`src/rtl/hsp_pkg.sv`:
```
package hsp_pkg;
  localparam int BUSY_BIT = 6;
  localparam int RUN_BIT  = 5;

  typedef struct packed {
    logic push;      // store one word
    logic pushHost;  // word comes from host (else internal producer)
    logic pop;       // remove oldest word
    logic loadLast;  // oldest word goes to host read register
  } fifoStrobes_t;
endpackage

```
`src/rtl/hsp_datapath.sv`:
```
module hsp_datapath
  import hsp_pkg::*;
#(
  parameter int DATA_W = 8,
  parameter int DEPTH  = 4
) (
  input  logic              clk,
  input  logic              rstN,
  input  fifoStrobes_t      stb,
  input  logic [DATA_W-1:0] hostWdata,
  input  logic [DATA_W-1:0] inData,
  output logic [DATA_W-1:0] outData,
  output logic [DATA_W-1:0] hostRdata,
  output logic              full,
  output logic              empty
);
  localparam int PW = (DEPTH > 1) ? $clog2(DEPTH) : 1;
  localparam int CW = $clog2(DEPTH + 1);
  localparam logic [PW-1:0] LAST_PTR = PW'(DEPTH - 1);

  logic [DATA_W-1:0] mem [DEPTH];
  logic [PW-1:0]     wrPtr, rdPtr;
  logic [CW-1:0]     count;
  logic [DATA_W-1:0] pushData;

  assign pushData = stb.pushHost ? hostWdata : inData;
  assign outData  = mem[rdPtr];
  assign full     = (count == CW'(DEPTH));
  assign empty    = (count == '0);

  always_ff @(posedge clk) begin
    if (stb.push) mem[wrPtr] <= pushData;
  end

  always_ff @(posedge clk) begin
    if (!rstN) begin
      wrPtr     <= '0;
      rdPtr     <= '0;
      count     <= '0;
      hostRdata <= '0;
    end else begin
      if (stb.push) wrPtr <= (wrPtr == LAST_PTR) ? '0 : wrPtr + 1'b1;
      if (stb.pop)  rdPtr <= (rdPtr == LAST_PTR) ? '0 : rdPtr + 1'b1;
      case ({stb.push, stb.pop})
        2'b10:   count <= count + 1'b1;
        2'b01:   count <= count - 1'b1;
        default: count <= count;
      endcase
      if (stb.loadLast) hostRdata <= outData;
    end
  end

  a_r2_count_bound: assert property (@(posedge clk) disable iff (!rstN)
    count <= CW'(DEPTH));
  a_r3_no_push_when_full: assert property (@(posedge clk) disable iff (!rstN)
    full |-> !stb.push);
  a_r4_read_loads_head: assert property (@(posedge clk) disable iff (!rstN)
    stb.loadLast |=> hostRdata == $past(outData));
endmodule

```
`src/rtl/hsp_ctrl.sv`:
```
module hsp_ctrl
  import hsp_pkg::*;
#(
  parameter int REG_W = 8
) (
  input  logic             clk,
  input  logic             rstN,
  input  logic             dirRead,
  input  logic             hostBurst,
  input  logic             hostWr,
  input  logic             hostRd,
  input  logic             inValid,
  input  logic             outReady,
  input  logic             full,
  input  logic             empty,
  input  logic             regWe,
  input  logic             regSel,
  input  logic [REG_W-1:0] regWdata,
  input  logic             globalIntEn,
  output fifoStrobes_t     stb,
  output logic             inReady,
  output logic             outValid,
  output logic [REG_W-1:0] ctrlQ,
  output logic [REG_W-1:0] statusQ,
  output logic             irq
);
  localparam int NSRC = 2;
  localparam int SRC_POS [NSRC] = '{BUSY_BIT, RUN_BIT};

  logic pushHost, pushInt, popHost, popInt;
  logic [NSRC-1:0] srcEv, srcFlag, srcEn, srcClr;

  assign pushHost = hostWr && !dirRead && !full;
  assign pushInt  = inValid && dirRead && !full;
  assign popHost  = hostRd && dirRead && !empty;
  assign popInt   = outReady && !dirRead && !empty;

  assign stb.push     = pushHost || pushInt;
  assign stb.pushHost = pushHost;
  assign stb.pop      = popHost || popInt;
  assign stb.loadLast = popHost;

  assign outValid = !dirRead && !empty;
  assign inReady  = dirRead && !full;

  // source 0: busy, source 1: run error
  assign srcEv[0] = hostBurst && (dirRead ? empty : !empty);
  assign srcEv[1] = (hostWr && !dirRead && full) || (hostRd && dirRead && empty);

  always_ff @(posedge clk) begin
    if (!rstN)                ctrlQ <= '0;
    else if (regWe && !regSel) ctrlQ <= regWdata;
  end

  for (genvar s = 0; s < NSRC; s++) begin : gSrc
    assign srcEn[s]  = ctrlQ[SRC_POS[s]];
    assign srcClr[s] = regWe && regSel && regWdata[SRC_POS[s]];
    always_ff @(posedge clk) begin
      if (!rstN) srcFlag[s] <= 1'b0;
      else       srcFlag[s] <= srcEv[s] || (srcFlag[s] && !srcClr[s]);
    end
  end

  always_comb begin
    statusQ = '0;
    for (int s = 0; s < NSRC; s++) statusQ[SRC_POS[s]] = srcFlag[s];
  end

  always_ff @(posedge clk) begin
    if (!rstN) irq <= 1'b0;
    else       irq <= globalIntEn && |(srcFlag & srcEn);
  end

  a_r3_overrun_sets_run: assert property (@(posedge clk) disable iff (!rstN)
    (hostWr && !dirRead && full) |=> statusQ[RUN_BIT]);
  a_r5_underrun_sets_run: assert property (@(posedge clk) disable iff (!rstN)
    (hostRd && dirRead && empty) |=> statusQ[RUN_BIT]);
  a_r7_clear_wins_alone: assert property (@(posedge clk) disable iff (!rstN)
    (regWe && regSel && regWdata[RUN_BIT] && !srcEv[1]) |=> !statusQ[RUN_BIT]);
  a_r7_event_beats_clear: assert property (@(posedge clk) disable iff (!rstN)
    srcEv[1] |=> statusQ[RUN_BIT]);
  a_r8_global_gate: assert property (@(posedge clk) disable iff (!rstN)
    !globalIntEn |=> !irq);
  a_r8_busy_raises_irq: assert property (@(posedge clk) disable iff (!rstN)
    (globalIntEn && statusQ[BUSY_BIT] && ctrlQ[BUSY_BIT]) |=> irq);
endmodule

```
`src/rtl/hsp_port.sv`:
```
module hsp_port
  import hsp_pkg::*;
#(
  parameter int DATA_W = 8,
  parameter int DEPTH  = 4,
  parameter int REG_W  = 8
) (
  input  logic              clk,
  input  logic              rstN,
  input  logic              dirRead,
  input  logic              hostBurst,
  input  logic              hostWr,
  input  logic [DATA_W-1:0] hostWdata,
  input  logic              hostRd,
  output logic [DATA_W-1:0] hostRdata,
  input  logic              inValid,
  input  logic [DATA_W-1:0] inData,
  output logic              inReady,
  output logic              outValid,
  output logic [DATA_W-1:0] outData,
  input  logic              outReady,
  input  logic              regWe,
  input  logic              regSel,
  input  logic [REG_W-1:0]  regWdata,
  output logic [REG_W-1:0]  ctrlQ,
  output logic [REG_W-1:0]  statusQ,
  input  logic              globalIntEn,
  output logic              irq
);
  fifoStrobes_t stb;
  logic dpFull, dpEmpty;

  hsp_ctrl #(.REG_W(REG_W)) uCtrl (
    .clk(clk), .rstN(rstN), .dirRead(dirRead), .hostBurst(hostBurst),
    .hostWr(hostWr), .hostRd(hostRd), .inValid(inValid), .outReady(outReady),
    .full(dpFull), .empty(dpEmpty), .regWe(regWe), .regSel(regSel),
    .regWdata(regWdata), .globalIntEn(globalIntEn), .stb(stb),
    .inReady(inReady), .outValid(outValid), .ctrlQ(ctrlQ),
    .statusQ(statusQ), .irq(irq)
  );

  hsp_datapath #(.DATA_W(DATA_W), .DEPTH(DEPTH)) uData (
    .clk(clk), .rstN(rstN), .stb(stb), .hostWdata(hostWdata),
    .inData(inData), .outData(outData), .hostRdata(hostRdata),
    .full(dpFull), .empty(dpEmpty)
  );

  a_r5_rdata_holds: assert property (@(posedge clk) disable iff (!rstN)
    (hostRd && dirRead && dpEmpty) |=> $stable(hostRdata));
  a_r9_wrong_dir_write: assert property (@(posedge clk) disable iff (!rstN)
    (dirRead && hostWr && !inValid && !hostRd) |=> $stable(hostRdata));
endmodule

```
`config.mk`:
```
export PLATFORM = sky130hd
export DESIGN_NAME = hsp_port
export DESIGN_NICKNAME = d
export VERILOG_FILES = /design/src/rtl/hsp_pkg.sv /design/src/rtl/hsp_datapath.sv /design/src/rtl/hsp_ctrl.sv /design/src/rtl/hsp_port.sv
export SDC_FILE = /design/constraint.sdc
export NUM_CORES = 1
export LEC_CHECK = 0
export ABC_AREA = 1
export CAP_MARGIN = 0
export CELL_PAD_IN_SITES_DETAIL_PLACEMENT = 1
export CELL_PAD_IN_SITES_GLOBAL_PLACEMENT = 1
export CORE_MARGIN = 3
export CORE_UTILIZATION = 37
export CTS_BUF_LIST = sky130_fd_sc_hd__clkbuf_16
export DETAILED_ROUTE_END_ITERATION = 10
export HOLD_SLACK_MARGIN = 0.05
export PLACE_DENSITY_LB_ADDON = 0.25
export SYNTH_ARGS = -nofsm -noshare
export SYNTH_HDL_FRONTEND = slang
export SYNTH_HIERARCHICAL = 1
export SYNTH_SLANG_ARGS = --single-unit
```
`constraint.sdc`:
```
create_clock -name clk -period 2.1 [get_ports clk]
set_input_delay 0.42 -clock clk [delete_from_list [all_inputs] [get_ports clk]]
set_output_delay 0.42 -clock clk [all_outputs]
set_load 0.01 [all_outputs]
```
# == Word level (Yosys, flattened, before mapping) ==
# Memories as Yosys holds them, arrays and structs flattened. A register that Yosys moved wholly into a read port is not among the register bits.
# Index checks and enable logic that the tools add are counted.
# word_totals
out_inout_bits,35
input_bits,35
regBits,26
ramBits,32
elab_cells,62
n_memories,1
# op_classes
n_mux,9
reduce_logical,34
eq_ne,5
addsub,4
bitwise,1
# mem_list
name,depth,word_bits,read_ports,rd_ports_with_merged_regs,write_ports,line_no,source
uData.mem,4,8,1,1,1,hsp_datapath.sv:21,logic [DATA_W-1:0] mem [DEPTH];
# op_table
op,n
logical AND 1 bit,20
two-way mux 2 bit,4
two-way mux 8 bit,1
"== test 2 bit, second input constant",3
logical NOT 1 bit,6
case mux 3 bit (2 select lines),1
logical OR 1 bit,5
"adder 2 x 1 -> 2 bit, second input constant",2
"adder 3 x 1 -> 3 bit, second input constant",1
"== test 3 bit, second input constant",1
logical NOT 3 bit,1
two-way mux 1 bit,3
"subtractor 3 x 1 -> 3 bit, second input constant",1
AND 2 bit,1
"== test 2 x 1 -> 1 bit, second input constant",1
nonzero test 2 bit,1
OR reduction 2 bit,1

# == Logic depth before layout (Yosys ltp) ==
# logic_depth
word_depth,6
ltp_mapped,13
depth_no_buf,13

# == Cells and area by module ==
# The synthesis kept the hierarchy.
# by_module_without_submodules
module,n_inst,area_per_inst_um2,cells_each,seq_area_each_um2
hsp_datapath,1,2223.4,196,1301.2
hsp_ctrl,1,544.3,78,220.2

# == Worst setup path before layout ==
# OpenSTA, ideal clock, no wires.
# synth_path
kind,reg-to-reg
from,register uData.count[0]
to,register uData.count[2]
arrival_ps,1788
required_ps,1987
setup_time_ps,113
stages_incl_launch_ff,13
path_slack_ps,199
cell_sequence,dfxtp_1 -> nor3_1 -> a21oi_1 -> inv_1 -> ha_1 -> inv_1 -> fa_1 -> inv_1 -> nand2_1 -> nand3_1 -> nand2_1 -> nand2_1 -> nor2_1
# synth_lines
item,line_no,source
"start, declared",hsp_datapath.sv:23,logic [CW-1:0] count;
"start signal, assigned",hsp_datapath.sv:45,2'b10: count <= count + 1'b1;
"start signal, assigned",hsp_datapath.sv:46,2'b01: count <= count - 1'b1;
"start signal, assigned",hsp_datapath.sv:47,default: count <= count;

# == Final worst setup path ==
# layout_path
from,register uData.count[2]
to,output inReady
# layout_via
elab_chain_cells,3
# layout_lines
item,line_no,source
== test 3 bit,hsp_datapath.sv:28,assign full = (count == CW'(DEPTH));
net dpFull,hsp_port.sv:31,"logic dpFull, dpEmpty;"
logical NOT 1 bit,hsp_ctrl.sv:44,assign inReady = dirRead && !full;
logical AND 1 bit,hsp_ctrl.sv:44,
"end, declared",hsp_port.sv:18,"output logic inReady,"
# The timed path passes the listed nets, and every way through them passes these cells.

==> summary.txt <==
status = complete, no violations
top_reg_cell synth = edfxtp_1
LEAKAGE = 1.64 nW
post-synth top area share = 34.7%
Die Y = 92.5 um
asr flop ratio synth = 0%
Syn Area/Cell = 10.1 sq um
cell taking the most area after synthesis = edfxtp_1
Sw Ratio = 32.6%
share of cells above drive strength 1 = 24.5%
startpoint types = register
Unique masters post-synth = 28
VDD IR max = 512 uV
Cell Area, Synth = 2770 sq um
I/O Buffers = 63
period utilization = 95.6%
Worst Path Arrival = 1.59 ns
Overflow after GRT = 0
post-CTS setup buffer count = 0
Tmin final = 2.01 ns
H-Tree Depth = 3
kind of critical path = register to primary output
CTS Buffer Depth = 2
Reg power frac = 36.4%
Post-Syn Instances = 274
worst min path class = register to register
Final Skew = 0.00589 ns
Die Wd = 92.5 um
pin count of the biggest net entering global routing = 25
Sink Count = 60
I/O Pins = 70
nets@finish = 401
die footprint = 8550 sq um
sequential area share after synthesis = 55.0%
vias per cell = 4.64
Clk pwr share = 29.2%
CTS Hold Buffers Added = 0
most common cell in the netlist = nand2_1
crit-path max FO = 3
final setup fails = 0
final instance area = 3850 sq um
unrepaired setup endpoints after global routing = false
TritonCTS clock tree = built
Ys Warns = 6
TritonCTS buffer count = 9
wire per inst = 14.1 um
top cells by area, synth = edfxtp_1, dfxtp_1, nand2_1
PwrDens = 1090 nW/um^2
critical path required time = 1.68 ns
RePlAce Congestion = 0.733
DRT Pass-1 Iters = 4
Post-synth EDFFs = 32
initial antenna violation count = 0
pre-CTS setup slack = -0.314 ns
hpwl dp = 4840 um
initial DRC count = 76
total track usage = 16.3%
CTS root buf = clkbuf_16
via count = 2132
# DRC = 0
global-route wire length before repair = 10700 um
Final WS setup = 0.0926 ns
Final Slew Violations = 0
Antenna Diode Count = 0
Combinational Power Share = 34.4%
Pint = 2.83 mW
Clock Latency Late Sink = 0.32 ns
NetSw = 1.37 mW
Max-Cap Viols = 0
synth cell count leaders = nand2_1, edfxtp_1, dfxtp_1
initial core utilization = 39.4%
Reg clk slew, reported paths = 0.05 ns
post-route ant nets = 0
final core utilization = 54.8%
Core Region = 7020 sq um
endpoints failing hold = 0
endpoint type of the worst setup path = primary output
Hold Slack = 0.483 ns
vias in the first global route = 2286
row count = 30
final WL = 6480 um
Total Neg Setup Slack = 0 ns
number of synthesized register bits = 60
Achievable Freq = 498 MHz
Layout area overhead = 39.1%
Cell Area, Placed = 3560 sq um
power groups by stage:
stage,clock network (mW),registers [mW],logic [mW]
floorplan,0,1.54,0.867
finish,1.23,1.53,1.45
CTS,1.25,1.52,1.48
global placement,0,1.53,1.44
detailed placement,0,1.53,1.49
global route,1.32,1.55,1.62
per-stage QoR:
| stage | instances | power, mW |
|---|---|---|
| after global routing | 459 | 4.49 |
| after global placement | 443 | 2.97 |
| after detailed placement | 443 | 3.03 |
| after floorplan | 279 | 2.40 |
| final | 459 | 4.21 |
| after CTS | 459 | 4.25 |
routing by layer:
metal	part of all wire, %	track usage, %	vias to the layer above	wire [um]
met3	4.5	4.71	6	289
li1	-	-	1051	-
met5	0	0	-	0
met2	54	29.4	44	3510
met1	40	17.7	1031	2590
met4	1.3	6.68	0	81
state kept, by name, summed over array words and instances (netlist names), named ones only:
name / flops
uCtrl/irq: 1
uData/rdPtr: 2
uCtrl/statusQ: 2
uData/wrPtr: 2
uData/count: 3
uData/hostRdata: 8
uData/mem: 32
uCtrl/ctrlQ: 8
worst paths after layout:
path                  startpoint             end  slack (ns)  depth (start not counted)
setup reg to reg  uData/count[2]  uData/count[2]        0.22                         11
hold reg to reg   uCtrl/ctrlQ[3]  uCtrl/ctrlQ[3]        0.48                          2
setup / recovery  uData/count[2]         inReady        0.09                          5
hold / removal    uCtrl/ctrlQ[3]  uCtrl/ctrlQ[3]        0.48                          2
worst max-delay path: stages (launching register included):
cell and delay [ns]:
dfxtp_1 0.36, inv_2 0.07, nor3_4 0.17, buf_4 0.15, nor2_1 0.04, clkdlybuf4s50_1 0.47
repair_timing:
item                       4_1_cts  5_1_grt
setup endpoints to repair       11        5
resized for setup               10        9
pin swaps                        0        1
cells by family (layout without fill, tap and decap cells):
family          count (synthesis)  count (layout)  synth area share [%]
compound gates                 37              37                  7.78
fa+ha+maj                       8               8                  3.89
buf+inv                        48             132                  9.95
flops                          60              60                  55.0
mux                             8               8                  3.26
other cells                     1               6                 0.135
simple gates                  112             112                  20.0
cell usage in the layout, fill, tap and decap left out, drive strengths merged:
cell type / instances
dlymetal6s2s: 3
clkinv: 4
dlygate4sd2: 7
inv: 35
a21oi: 17
conb: 6
nor2: 27
nand3: 21
nor3: 4
ha: 7
mux2: 8
dfxtp: 28
clkbuf: 9
nand2: 60
edfxtp: 32
o21ai: 20
clkdlybuf4s50: 53
buf: 21
fa: 1
final cells by class:
class / count / area (sq um)
clock buffers: 9 / 225
clock inverters: 7 / 28.8
repair buffers: 84 / 800
multi-input cells: 171 / 1010
inverters: 32 / 138
fillers: 797 / 3170
well taps: 96 / 120
flip-flops and latches: 60 / 1520
Power figures use the tool's default switching activity.
